--- src/rtl/irq_seq_pkg.sv ---
package irq_seq_pkg;

    typedef enum logic [3:0] {
        S_IDLE,
        S_PSH_PCL,
        S_PSH_PCH,
        S_PSH_X,
        S_PSH_A,
        S_PSH_CC,
        S_VEC,
        S_POP_CC,
        S_POP_A,
        S_POP_X,
        S_POP_PCH,
        S_POP_PCL
    } seq_state_t;

    typedef enum logic [1:0] {
        GO_NONE,
        GO_TRAP,
        GO_RET,
        GO_IRQ
    } seq_go_t;

endpackage

--- src/rtl/irq_seq_arb.sv ---
module irq_seq_arb #(
    parameter int DW   = 8,
    parameter int IBIT = 3
) (
    input  logic          clk,
    input  logic          rst_n,
    input  logic          idle,
    input  logic          insn_done,
    input  logic          irq_req,
    input  logic          trap_cmd,
    input  logic          ret_cmd,
    input  logic [DW-1:0] cc_in,
    output irq_seq_pkg::seq_go_t go
);
    import irq_seq_pkg::*;

    logic irq_ok;

    assign irq_ok = irq_req && insn_done && !cc_in[IBIT];

    always_comb begin
        go = GO_NONE;
        if (idle) begin
            if (trap_cmd) begin
                go = GO_TRAP;
            end else if (ret_cmd) begin
                go = GO_RET;
            end else if (irq_ok) begin
                go = GO_IRQ;
            end
        end
    end


    masked_irq_chk: assert property (@(posedge clk) disable iff (!rst_n)
        (irq_req && cc_in[IBIT] && !trap_cmd && !ret_cmd) |-> (go == GO_NONE));


    busy_block_chk: assert property (@(posedge clk) disable iff (!rst_n)
        !idle |-> (go == GO_NONE));

endmodule

--- src/rtl/irq_seq_sp.sv ---
module irq_seq_sp #(
    parameter int            SPW    = 8,
    parameter logic [SPW-1:0] SP_RST = '1
) (
    input  logic           clk,
    input  logic           rst_n,
    input  logic           push,
    input  logic           pop,
    output logic [SPW-1:0] sp,
    output logic [SPW-1:0] addr
);
    logic [SPW-1:0] sp_q;
    logic [SPW-1:0] sp_inc;

    assign sp_inc = sp_q + 1'b1;
    assign sp     = sp_q;
    assign addr   = pop ? sp_inc : sp_q;

    always_ff @(posedge clk or negedge rst_n) begin
        if (!rst_n) begin
            sp_q <= SP_RST;
        end else if (push) begin
            sp_q <= sp_q - 1'b1;
        end else if (pop) begin
            sp_q <= sp_inc;
        end
    end


    rw_excl_chk: assert property (@(posedge clk) disable iff (!rst_n)
        !(push && pop));


    post_dec_chk: assert property (@(posedge clk) disable iff (!rst_n)
        push |=> (sp == $past(sp) - 1'b1));


    pre_inc_chk: assert property (@(posedge clk) disable iff (!rst_n)
        pop |=> (sp == $past(addr)));

endmodule

--- src/rtl/irq_seq_fsm.sv ---
module irq_seq_fsm #(
    parameter int DW   = 8,
    parameter int IBIT = 3,
    localparam int PCW = 2 * DW
) (
    input  logic           clk,
    input  logic           rst_n,
    input  irq_seq_pkg::seq_go_t go,
    input  logic [PCW-1:0] irq_vec,
    input  logic [PCW-1:0] trap_vec,
    input  logic [PCW-1:0] pc_in,
    input  logic [DW-1:0]  x_in,
    input  logic [DW-1:0]  a_in,
    input  logic [DW-1:0]  cc_in,
    input  logic [DW-1:0]  rdata,
    output logic           idle,
    output logic           push,
    output logic           pop,
    output logic [DW-1:0]  wdata,
    output logic           pc_ld,
    output logic [PCW-1:0] pc_out,
    output logic           x_ld,
    output logic [DW-1:0]  x_out,
    output logic           a_ld,
    output logic [DW-1:0]  a_out,
    output logic           cc_ld,
    output logic [DW-1:0]  cc_out
);
    import irq_seq_pkg::*;

    seq_state_t     state, nxt;
    logic [PCW-1:0] pc_q;
    logic [PCW-1:0] vec_q;
    logic [DW-1:0]  x_q;
    logic [DW-1:0]  a_q;
    logic [DW-1:0]  cc_q;
    logic [DW-1:0]  pch_q;

    always_comb begin
        nxt = state;
        unique case (state)
            S_IDLE: begin
                if (go == GO_TRAP || go == GO_IRQ) begin
                    nxt = S_PSH_PCL;
                end else if (go == GO_RET) begin
                    nxt = S_POP_CC;
                end
            end
            S_PSH_PCL: nxt = S_PSH_PCH;
            S_PSH_PCH: nxt = S_PSH_X;
            S_PSH_X:   nxt = S_PSH_A;
            S_PSH_A:   nxt = S_PSH_CC;
            S_PSH_CC:  nxt = S_VEC;
            S_VEC:     nxt = S_IDLE;
            S_POP_CC:  nxt = S_POP_A;
            S_POP_A:   nxt = S_POP_X;
            S_POP_X:   nxt = S_POP_PCH;
            S_POP_PCH: nxt = S_POP_PCL;
            S_POP_PCL: nxt = S_IDLE;
            default:   nxt = S_IDLE;
        endcase
    end

    always_ff @(posedge clk or negedge rst_n) begin
        if (!rst_n) begin
            state <= S_IDLE;
        end else begin
            state <= nxt;
        end
    end

    always_ff @(posedge clk or negedge rst_n) begin
        if (!rst_n) begin
            pc_q  <= '0;
            vec_q <= '0;
            x_q   <= '0;
            a_q   <= '0;
            cc_q  <= '0;
            pch_q <= '0;
        end else begin
            if (state == S_IDLE && (go == GO_TRAP || go == GO_IRQ)) begin
                pc_q  <= pc_in;
                x_q   <= x_in;
                a_q   <= a_in;
                cc_q  <= cc_in;
                vec_q <= (go == GO_TRAP) ? trap_vec : irq_vec;
            end
            if (state == S_POP_PCH) begin
                pch_q <= rdata;
            end
        end
    end

    always_comb begin
        idle   = 1'b0;
        push   = 1'b0;
        pop    = 1'b0;
        wdata  = '0;
        pc_ld  = 1'b0;
        pc_out = '0;
        x_ld   = 1'b0;
        x_out  = '0;
        a_ld   = 1'b0;
        a_out  = '0;
        cc_ld  = 1'b0;
        cc_out = '0;
        unique case (state)
            S_IDLE: idle = 1'b1;
            S_PSH_PCL: begin
                push  = 1'b1;
                wdata = pc_q[DW-1:0];
            end
            S_PSH_PCH: begin
                push  = 1'b1;
                wdata = pc_q[PCW-1:DW];
            end
            S_PSH_X: begin
                push  = 1'b1;
                wdata = x_q;
            end
            S_PSH_A: begin
                push  = 1'b1;
                wdata = a_q;
            end
            S_PSH_CC: begin
                push  = 1'b1;
                wdata = cc_q;
            end
            S_VEC: begin
                pc_ld  = 1'b1;
                pc_out = vec_q;
                cc_ld  = 1'b1;
                cc_out = cc_q | (DW'(1) << IBIT);
            end
            S_POP_CC: begin
                pop    = 1'b1;
                cc_ld  = 1'b1;
                cc_out = rdata;
            end
            S_POP_A: begin
                pop   = 1'b1;
                a_ld  = 1'b1;
                a_out = rdata;
            end
            S_POP_X: begin
                pop   = 1'b1;
                x_ld  = 1'b1;
                x_out = rdata;
            end
            S_POP_PCH: pop = 1'b1;
            S_POP_PCL: begin
                pop    = 1'b1;
                pc_ld  = 1'b1;
                pc_out = {pch_q, rdata};
            end
            default: idle = 1'b0;
        endcase
    end


    trap_take_chk: assert property (@(posedge clk) disable iff (!rst_n)
        (idle && go == GO_TRAP) |=> push);


    vec_mask_chk: assert property (@(posedge clk) disable iff (!rst_n)
        (cc_ld && pc_ld && !pop) |-> cc_out[IBIT]);


    vec_follow_chk: assert property (@(posedge clk) disable iff (!rst_n)
        (pc_ld && !pop) |-> $past(push));

endmodule

--- src/rtl/irq_seq_top.sv ---
module irq_seq_top #(
    parameter int            DW     = 8,
    parameter int            SPW    = 8,
    parameter int            IBIT   = 3,
    parameter logic [SPW-1:0] SP_RST = '1,
    localparam int           PCW    = 2 * DW
) (
    input  logic           clk,
    input  logic           rst_n,
    input  logic           insn_done,
    input  logic           irq_req,
    input  logic [PCW-1:0] irq_vec,
    input  logic           trap_cmd,
    input  logic [PCW-1:0] trap_vec,
    input  logic           ret_cmd,
    input  logic [PCW-1:0] pc_in,
    input  logic [DW-1:0]  x_in,
    input  logic [DW-1:0]  a_in,
    input  logic [DW-1:0]  cc_in,
    output logic           pc_ld,
    output logic [PCW-1:0] pc_out,
    output logic           x_ld,
    output logic [DW-1:0]  x_out,
    output logic           a_ld,
    output logic [DW-1:0]  a_out,
    output logic           cc_ld,
    output logic [DW-1:0]  cc_out,
    output logic [SPW-1:0] stk_addr,
    output logic           stk_we,
    output logic           stk_re,
    output logic [DW-1:0]  stk_wdata,
    input  logic [DW-1:0]  stk_rdata,
    output logic [SPW-1:0] sp_out,
    output logic           busy
);
    import irq_seq_pkg::*;

    seq_go_t go;
    logic    idle;
    logic    push;
    logic    pop;

    irq_seq_arb #(.DW(DW), .IBIT(IBIT)) u_arb (
        .clk       (clk),
        .rst_n     (rst_n),
        .idle      (idle),
        .insn_done (insn_done),
        .irq_req   (irq_req),
        .trap_cmd  (trap_cmd),
        .ret_cmd   (ret_cmd),
        .cc_in     (cc_in),
        .go        (go)
    );

    irq_seq_fsm #(.DW(DW), .IBIT(IBIT)) u_fsm (
        .clk      (clk),
        .rst_n    (rst_n),
        .go       (go),
        .irq_vec  (irq_vec),
        .trap_vec (trap_vec),
        .pc_in    (pc_in),
        .x_in     (x_in),
        .a_in     (a_in),
        .cc_in    (cc_in),
        .rdata    (stk_rdata),
        .idle     (idle),
        .push     (push),
        .pop      (pop),
        .wdata    (stk_wdata),
        .pc_ld    (pc_ld),
        .pc_out   (pc_out),
        .x_ld     (x_ld),
        .x_out    (x_out),
        .a_ld     (a_ld),
        .a_out    (a_out),
        .cc_ld    (cc_ld),
        .cc_out   (cc_out)
    );

    irq_seq_sp #(.SPW(SPW), .SP_RST(SP_RST)) u_sp (
        .clk   (clk),
        .rst_n (rst_n),
        .push  (push),
        .pop   (pop),
        .sp    (sp_out),
        .addr  (stk_addr)
    );

    assign stk_we = push;
    assign stk_re = pop;
    assign busy   = !idle;


    reset_quiet_chk: assert property (@(posedge clk)
        $rose(rst_n) |-> (!busy && sp_out == SP_RST));


    busy_strobe_chk: assert property (@(posedge clk) disable iff (!rst_n)
        (stk_we || stk_re || pc_ld) |-> busy);

endmodule

--- config.mk ---
export PLATFORM = sky130hd
export DESIGN_NAME = irq_seq_top
export DESIGN_NICKNAME = d
export VERILOG_FILES = /design/src/rtl/irq_seq_pkg.sv /design/src/rtl/irq_seq_arb.sv /design/src/rtl/irq_seq_sp.sv /design/src/rtl/irq_seq_fsm.sv /design/src/rtl/irq_seq_top.sv
export SDC_FILE = /design/constraint.sdc
export NUM_CORES = 1
export LEC_CHECK = 0
export ABC_AREA = 0
export BUFFER_PORTS_ARGS = -buffer_cell sky130_fd_sc_hd__buf_4
export CORE_ASPECT_RATIO = 1.25
export CORE_MARGIN = 2
export CORE_UTILIZATION = 40
export DETAILED_ROUTE_END_ITERATION = 10
export PLACE_DENSITY = 0.67
export SYNTH_ARGS = -nofsm -noshare
export SYNTH_HDL_FRONTEND = slang
export SYNTH_HIERARCHICAL = 1
export SYNTH_SLANG_ARGS = --single-unit
--- constraint.sdc ---
create_clock -name clk -period 2.9 [get_ports clk]
set_clock_uncertainty 0.1 [all_clocks]
set_input_delay 0.58 -clock clk [delete_from_list [all_inputs] [get_ports clk]]
set_output_delay 0.58 -clock clk [all_outputs]
set_load 0.02 [all_outputs]
==> run_results.csv, run 1 <==
group,metric,value,unit
run_status,status,"complete, no violations",
synth,yosysMostFrequentCell,"dfrtp_1",
synth,ys_async_sr_fraction,1.00,
floorplan,io_pins,157,
setup_path,regToRegStartpoint,"u_fsm/state[3]",
synth,synth_ff_type,"dfrtp_1",
global_routing,grt_overflow,0,
power,power.density,1060,nW/um^2
synth,synth.avg_cell_area,12.8,sq um
flow_run,maxCapViolCount,0,
setup_path,regToRegSetupSlack,0.23,ns
synth,synthCells,354,
power,netSwitchingPower,2450,uW
synth,synth.area.top_cells,"dfrtp_1, mux2_4, mux2_2",
synth,synth_seq_cells,76,
timing,rsz0062_at_grt,"no",
power,netSwitchingFraction,0.384,
synth,yosysTopAreaCell,"dfrtp_1",
clock_network,cts.root.buffer_cell,"clkbuf_16",
power,clkPwrFrac,0.170,
worst_hold_path,hold_class,"in2async",
synth,synth_commonest_cells,"dfrtp_1, mux2_4, mux2_2, a22o_1, and2_1",
layout,area_delta_synth_final,33.0,%
synth,yosysSeqAreaShare,0.422,
clock_network,insertion_delay,0.33,ns
timing,tns,0,ns
clock_network,cts_setup_buffers,0,
setup_path,r2r_end,"u_fsm/vec_q[5]",
floorplan,initial_utilization,0.409,
detailed_routing,routed_via_density,5.28,
setup_path,path_class,"reg2out",
detailed_routing,drc,0,
power,seqPwrFrac,0.328,
timing,slew_violations,0,
power,p_int,3930,uW
power,pwr-share-comb,0.503,
timing,finalHoldViolCount,0,
power,cellLeakagePower,0.00299,uW
layout,nNetsFinal,595,
layout,fill_cells,982,
setup_path,cp_max_fo,11,
timing,period_needed,2.67,ns
clock_network,cts_tree,"built",
layout,drive_gt1_frac,0.562,
floorplan,rows,43,
timing,fin_crit_sh,0.922,
clock_network,cts_buffer_depth,2,
global_routing,grt_start_max_net_pins,77,
clock_network,cts_max_level,3,
setup_path,worstPathRequired,2.22,ns
setup_path,reg2reg_depth,8,
placement,dp_hpwl,8670,um
layout,register_area,1910,sq um
floorplan,die_w,99.2,um
global_routing,grt_pass1_wl,19100,um
floorplan,dieArea,12200,sq um
clock_network,clkTransAtPathRegs,0.06,ns
detailed_routing,drt_wl_total,11900,um
detailed_routing,routedWlPerCell,18.4,um
global_routing,grt_antenna_before_repair,0,
layout,diodes,0,
timing,setup_viol,0,
synth,synth_top_area_frac,0.375,
detailed_routing,dr.pass1.iters,4,
synth,synth_warnings,6,
placement,place.port_buffers,156,
synth,syn-cell-area,4530,sq um
floorplan,core_area,11100,sq um
detailed_routing,dr_total_vias,3414,
clock_network,cts_buffers,9,
timing,max_freq,0.374,GHz
floorplan,fp.dieH,123,um
placement,place_congestion,0.841,
power,peakVddDrop,0.423,mV
detailed_routing,drtIter0Drc,192,
synth,ys_types,55,
setup_path,worstSetupEndpointType,"output pin",
global_routing,gr-usage-all-layers,0.202,
timing,relSlewSlack,0.334,
setup_path,start_kind,"flip-flop",
timing,worst_slew_pin_slew,1.00,ns
synth,synth-edff-count,0,
detailed_routing,drtAntennaViolNets,0,
clock_network,cts_hold_buffers,0,
synth,syn_nets,442,
power,power.total,6380,uW
clock_network,cts_sinks,76,
clock_network,cts_resized,0,
global_routing,grt_pass1_vias,3635,
setup_path,crit_arrival,1.99,ns
layout,multi_input_area,2360,sq um
==> stage by stage <==
step           instance area [sq um]  hold WS, ns   util  setup WS [ns]  cells
2_1_floorplan                   4530        0.184      -         0.0953    354
3_3_place_gp                    5730        0.373  0.517          0.303    631
3_5_place_dp                    5730        0.380  0.517          0.243    631
4_1_cts                         6020        0.352  0.543         0.0268    646
5_1_grt                         6030        0.365  0.544        0.00704    646
6_report                        6030        0.287  0.544          0.227    646
==> flip-flops by register name, summed over array words and instances, names as in the netlist <==
signal,cells
u_fsm/a_q,8
u_fsm/state,4
u_fsm/x_q,8
u_sp/sp,8
u_fsm/pc_q,16
u_fsm/cc_q,8
u_fsm/vec_q,16
u_fsm/pch_q,8
==> cell type report <==
cell class                 instances  share of cell area
clock inverter                     5             0.00893
tap                              135              0.0280
inverter                           5             0.00311
clock buffer                      10              0.0380
sequential                        76               0.317
timing repair buffer             171               0.213
multi-input combinational        244               0.392
==> cell families (layout without fill, tap and decap cells) <==
kind of cell | Yosys count | in the layout | share of synthesized area
fa+ha+maj | 2 | 2 | 0.00552
mux | 91 | 91 | 0.265
simple gates | 82 | 82 | 0.121
flops | 76 | 76 | 0.422
xor+xnor | 13 | 13 | 0.0251
buf+inv | 34 | 191 | 0.0616
compound gates | 56 | 56 | 0.0994
==> critical path, cell delays in order, from the launching register on <==
cell	delay (ns)
dfrtp_1	0.56
and2_1	0.21
buf_4	0.18
and2_1	0.36
a22o_1	0.21
buf_4	0.14
==> power by group through the flow <==
stage | Sequential [uW] | Combinational (uW) | Clock [uW]
after floorplan | 1970 | 2330 | 0
after global placement | 2060 | 3170 | 0
after detailed placement | 2080 | 3220 | 0
after CTS | 2090 | 3230 | 1100
after global routing | 2160 | 3450 | 1150
final | 2090 | 3210 | 1080
==> worst max-delay path by stage <==
stage                                end      startpoint  slack, ns
after floorplan           u_fsm/vec_q[0]  u_fsm/state[2]        0.1
after global placement    u_fsm/vec_q[7]  u_fsm/state[2]       0.30
after detailed placement  u_fsm/vec_q[5]  u_fsm/state[2]       0.24
after CTS                    stk_addr[7]  u_fsm/state[1]       0.03
after global routing         stk_addr[7]  u_fsm/state[2]      0.007
final                          cc_out[4]  u_fsm/state[1]       0.23
==> per-layer routing <==
metal / vias to the layer above / track usage / share of wire
li1: 1594 / - / -
met1: 1681 / 0.251 / 0.41
met2: 120 / 0.337 / 0.51
met3: 19 / 0.0458 / 0.056
met4: 0 / 0.0873 / 0.028
met5: - / 0 / 0
==> cell usage in the layout (no fill, tap or decap), types with 2 or more instances in the layout <==
master,count
mux2_1,8
nor2_1,7
clkinv_2,3
dfstp_2,8
a22oi_1,7
nand2_1,9
dfrtp_1,68
xor2_1,9
nor4_1,3
xnor2_1,4
nor2b_1,3
and2_1,17
o221ai_1,7
o21ai_0,5
nor2_8,2
ha_1,2
mux2i_1,9
nand4b_1,2
nand4_1,3
nand3_1,8
or2_2,3
mux2_2,24
a22o_1,23
nand2b_1,6
a21oi_1,3
inv_1,5
nor3_1,4
buf_4,171
clkbuf_16,9
a211oi_1,2
nor2b_2,3
mux2_4,50
Power figures use the tool's default switching activity.
==> inputs of run 2 (changes only) <==
- CORE_ASPECT_RATIO: 1.25 -> 0.75
==> run 2 against run 1 <==
Net effect: sequential share of layout area shrank 0.14 points; die area is essentially flat; sequential cell count is the same; non-clock buffer count shrank 3; clock power grew 6%; power grew 0.98%; critical path depth is the same; combinational power is essentially flat; wire length grew 0.33%; worst hold slack gained 0.016 ns; critical path type unchanged.
==> run_results.csv, run 2 (synthesis gave the netlist of run 1 again) <==
group,metric,value,unit
run_status,status,"complete, no violations",
global_routing,grt_pass1_wl,18800,um
timing,max_freq,0.366,GHz
timing,relSlewSlack,0.346,
floorplan,fp.dieH,96.2,um
floorplan,initial_utilization,0.413,
timing,hold_ws,0.303,ns
setup_path,regToRegSetupSlack,0.34,ns
layout,drive_gt1_frac,0.564,
layout,reg_top3,"u_fsm/pc_q: 16 flops, u_fsm/vec_q: 16 flops",
setup_path,crit_chain,"buf_4 > nor2b_2 > a22oi_1 > o221ai_1 > buf_4",
placement,place.port_buffers,156,
setup_path,critical_path.max_stage_delay,0.44,ns
timing,finalHoldViolCount,0,
clock_network,cts_hold_buffers,0,
floorplan,rows,33,
global_routing,grt_overflow,0,
timing,tns,0,ns
detailed_routing,drtAntennaViolNets,0,
global_routing,grt_pass1_vias,3577,
timing,setup_viol,0,
setup_path,cp_slowest_cell,"dfrtp_1",
detailed_routing,drt_wl_total,11900,um
layout,diodes,0,
clock_network,cts_buffers,9,
clock_network,cts_setup_buffers,0,
timing,worst_slew_pin_slew,0.982,ns
setup_path,worstPathRequired,2.22,ns
setup_path,start_kind,"flip-flop",
setup_path,critical-path-top-delay-family,"buffers and inverters",
detailed_routing,routedWlPerCell,18.4,um
layout,mostFrequentLayoutCell,"buf_4",
placement,dp_hpwl,8820,um
setup_path,path_buf_inv,2,
floorplan,core_area,11000,sq um
setup_path,worstSetupEndpointType,"output pin",
layout,area_delta_synth_final,33.6,%
placement,place_congestion,0.798,
layout,most-common-layout-cells,"buf_4, dfrtp_1, mux2_4",
clock_network,insertion_delay,0.34,ns
flow_run,maxCapViolCount,0,
clock_network,cts_tree,"built",
timing,fin_crit_sh,0.941,
detailed_routing,drc,0,
power,power.total,6440,uW
power,peakVddDrop,0.535,mV
clock_network,clkTransAtPathRegs,0.06,ns
setup_path,critPathMostFrequentCell,"buf_4",
setup_path,path_class,"reg2out",
worst_hold_path,hold_class,"in2async",
global_routing,grt_start_max_net_pins,77,
power,power.density,1060,nW/um^2
timing,rsz0062_at_grt,"no",
clock_network,cts_sinks,76,
detailed_routing,dr_total_vias,3418,
clock_network,cts_max_level,3,
detailed_routing,drtIter0Drc,125,
floorplan,dieArea,12200,sq um
timing,period_needed,2.73,ns
timing,slew_violations,0,
detailed_routing,dr.pass1.iters,4,
setup_path,crit_arrival,2.05,ns
floorplan,die_w,127,um
clock_network,cts_buffer_depth,2,
global_routing,gr-usage-all-layers,0.202,
setup_path,reg2reg_depth,8,
detailed_routing,routed_via_density,5.27,
clock_network,cts.root.buffer_cell,"clkbuf_16",
power,cellLeakagePower,0.00299,uW
global_routing,grt_antenna_before_repair,0,
setup_path,regToRegStartpoint,"u_fsm/state[2]",
layout,nNetsFinal,592,
setup_path,cp_max_fo,18,
floorplan,io_pins,157,
setup_path,r2r_end,"u_fsm/vec_q[6]",
==> run 2: worst max-delay path by stage <==
stage                        start             end  slack [ns]  cells past startpoint
floorplan           u_fsm/state[2]  u_fsm/vec_q[0]         0.1                     11
global placement    u_fsm/state[2]  u_fsm/vec_q[6]        0.28                      8
detailed placement  u_fsm/state[2]  u_fsm/vec_q[6]        0.20                      8
CTS                 u_fsm/state[0]    stk_wdata[4]        0.05                      5
global route        u_fsm/state[0]     stk_addr[7]        0.01                      7
finish              u_fsm/state[0]    stk_wdata[4]        0.17                      5
==> run 2: worst reg2reg max path, cell delays in order (launching register included) <==
cell and delay [ns]:
dfrtp_1 0.37, or2_2 0.39, nor3_2 0.24, nand2b_1 0.09, o21ai_1 0.16, nor2b_2 0.17
buf_4 0.28, mux2_2 0.38, mux2_2 0.26
==> run 2: per-stage QoR <==
step | instances | utilization | instance area [sq um] | worst slack, ns
2_1_floorplan | 354 | - | 4530 | 0.0953
6_report | 649 | 0.551 | 6050 | 0.171
5_1_grt | 649 | 0.551 | 6050 | 0.00987
3_3_place_gp | 633 | 0.522 | 5730 | 0.275
3_5_place_dp | 633 | 0.522 | 5730 | 0.200
4_1_cts | 649 | 0.550 | 6040 | 0.0469
==> run 2: routing by layer <==
layer | routed length, um | global-route usage | vias up
met4 | 168 | 0.0623 | 0
met5 | 0 | 0 | -
met1 | 5400 | 0.271 | 1688
met2 | 5560 | 0.321 | 125
li1 | - | - | 1591
met3 | 805 | 0.0561 | 14
==> run 2: final cells by class <==
| cell class | instances | area (sq um) |
|---|---|---|
| repair buffers | 168 | 1270 |
| well taps | 140 | 175 |
| clock buffers | 10 | 239 |
| multi-input cells | 244 | 2370 |
| clock inverters | 6 | 68.8 |
| flip-flops and latches | 76 | 1910 |
| fillers | 949 | 4930 |
| inverters | 5 | 18.8 |
==> run 2: what timing repair did <==
item | in CTS | in global routing
endpoints found under the setup margin | 0 | 29
hold endpoints to repair | 0 | 0
gates resized for setup | 0 | 4
==> run 2: where the power goes <==
group | switching (uW) | internal [uW]
registers | 453 | 1620
clock network | 457 | 695
logic | 1570 | 1640
total | 2480 | 3960
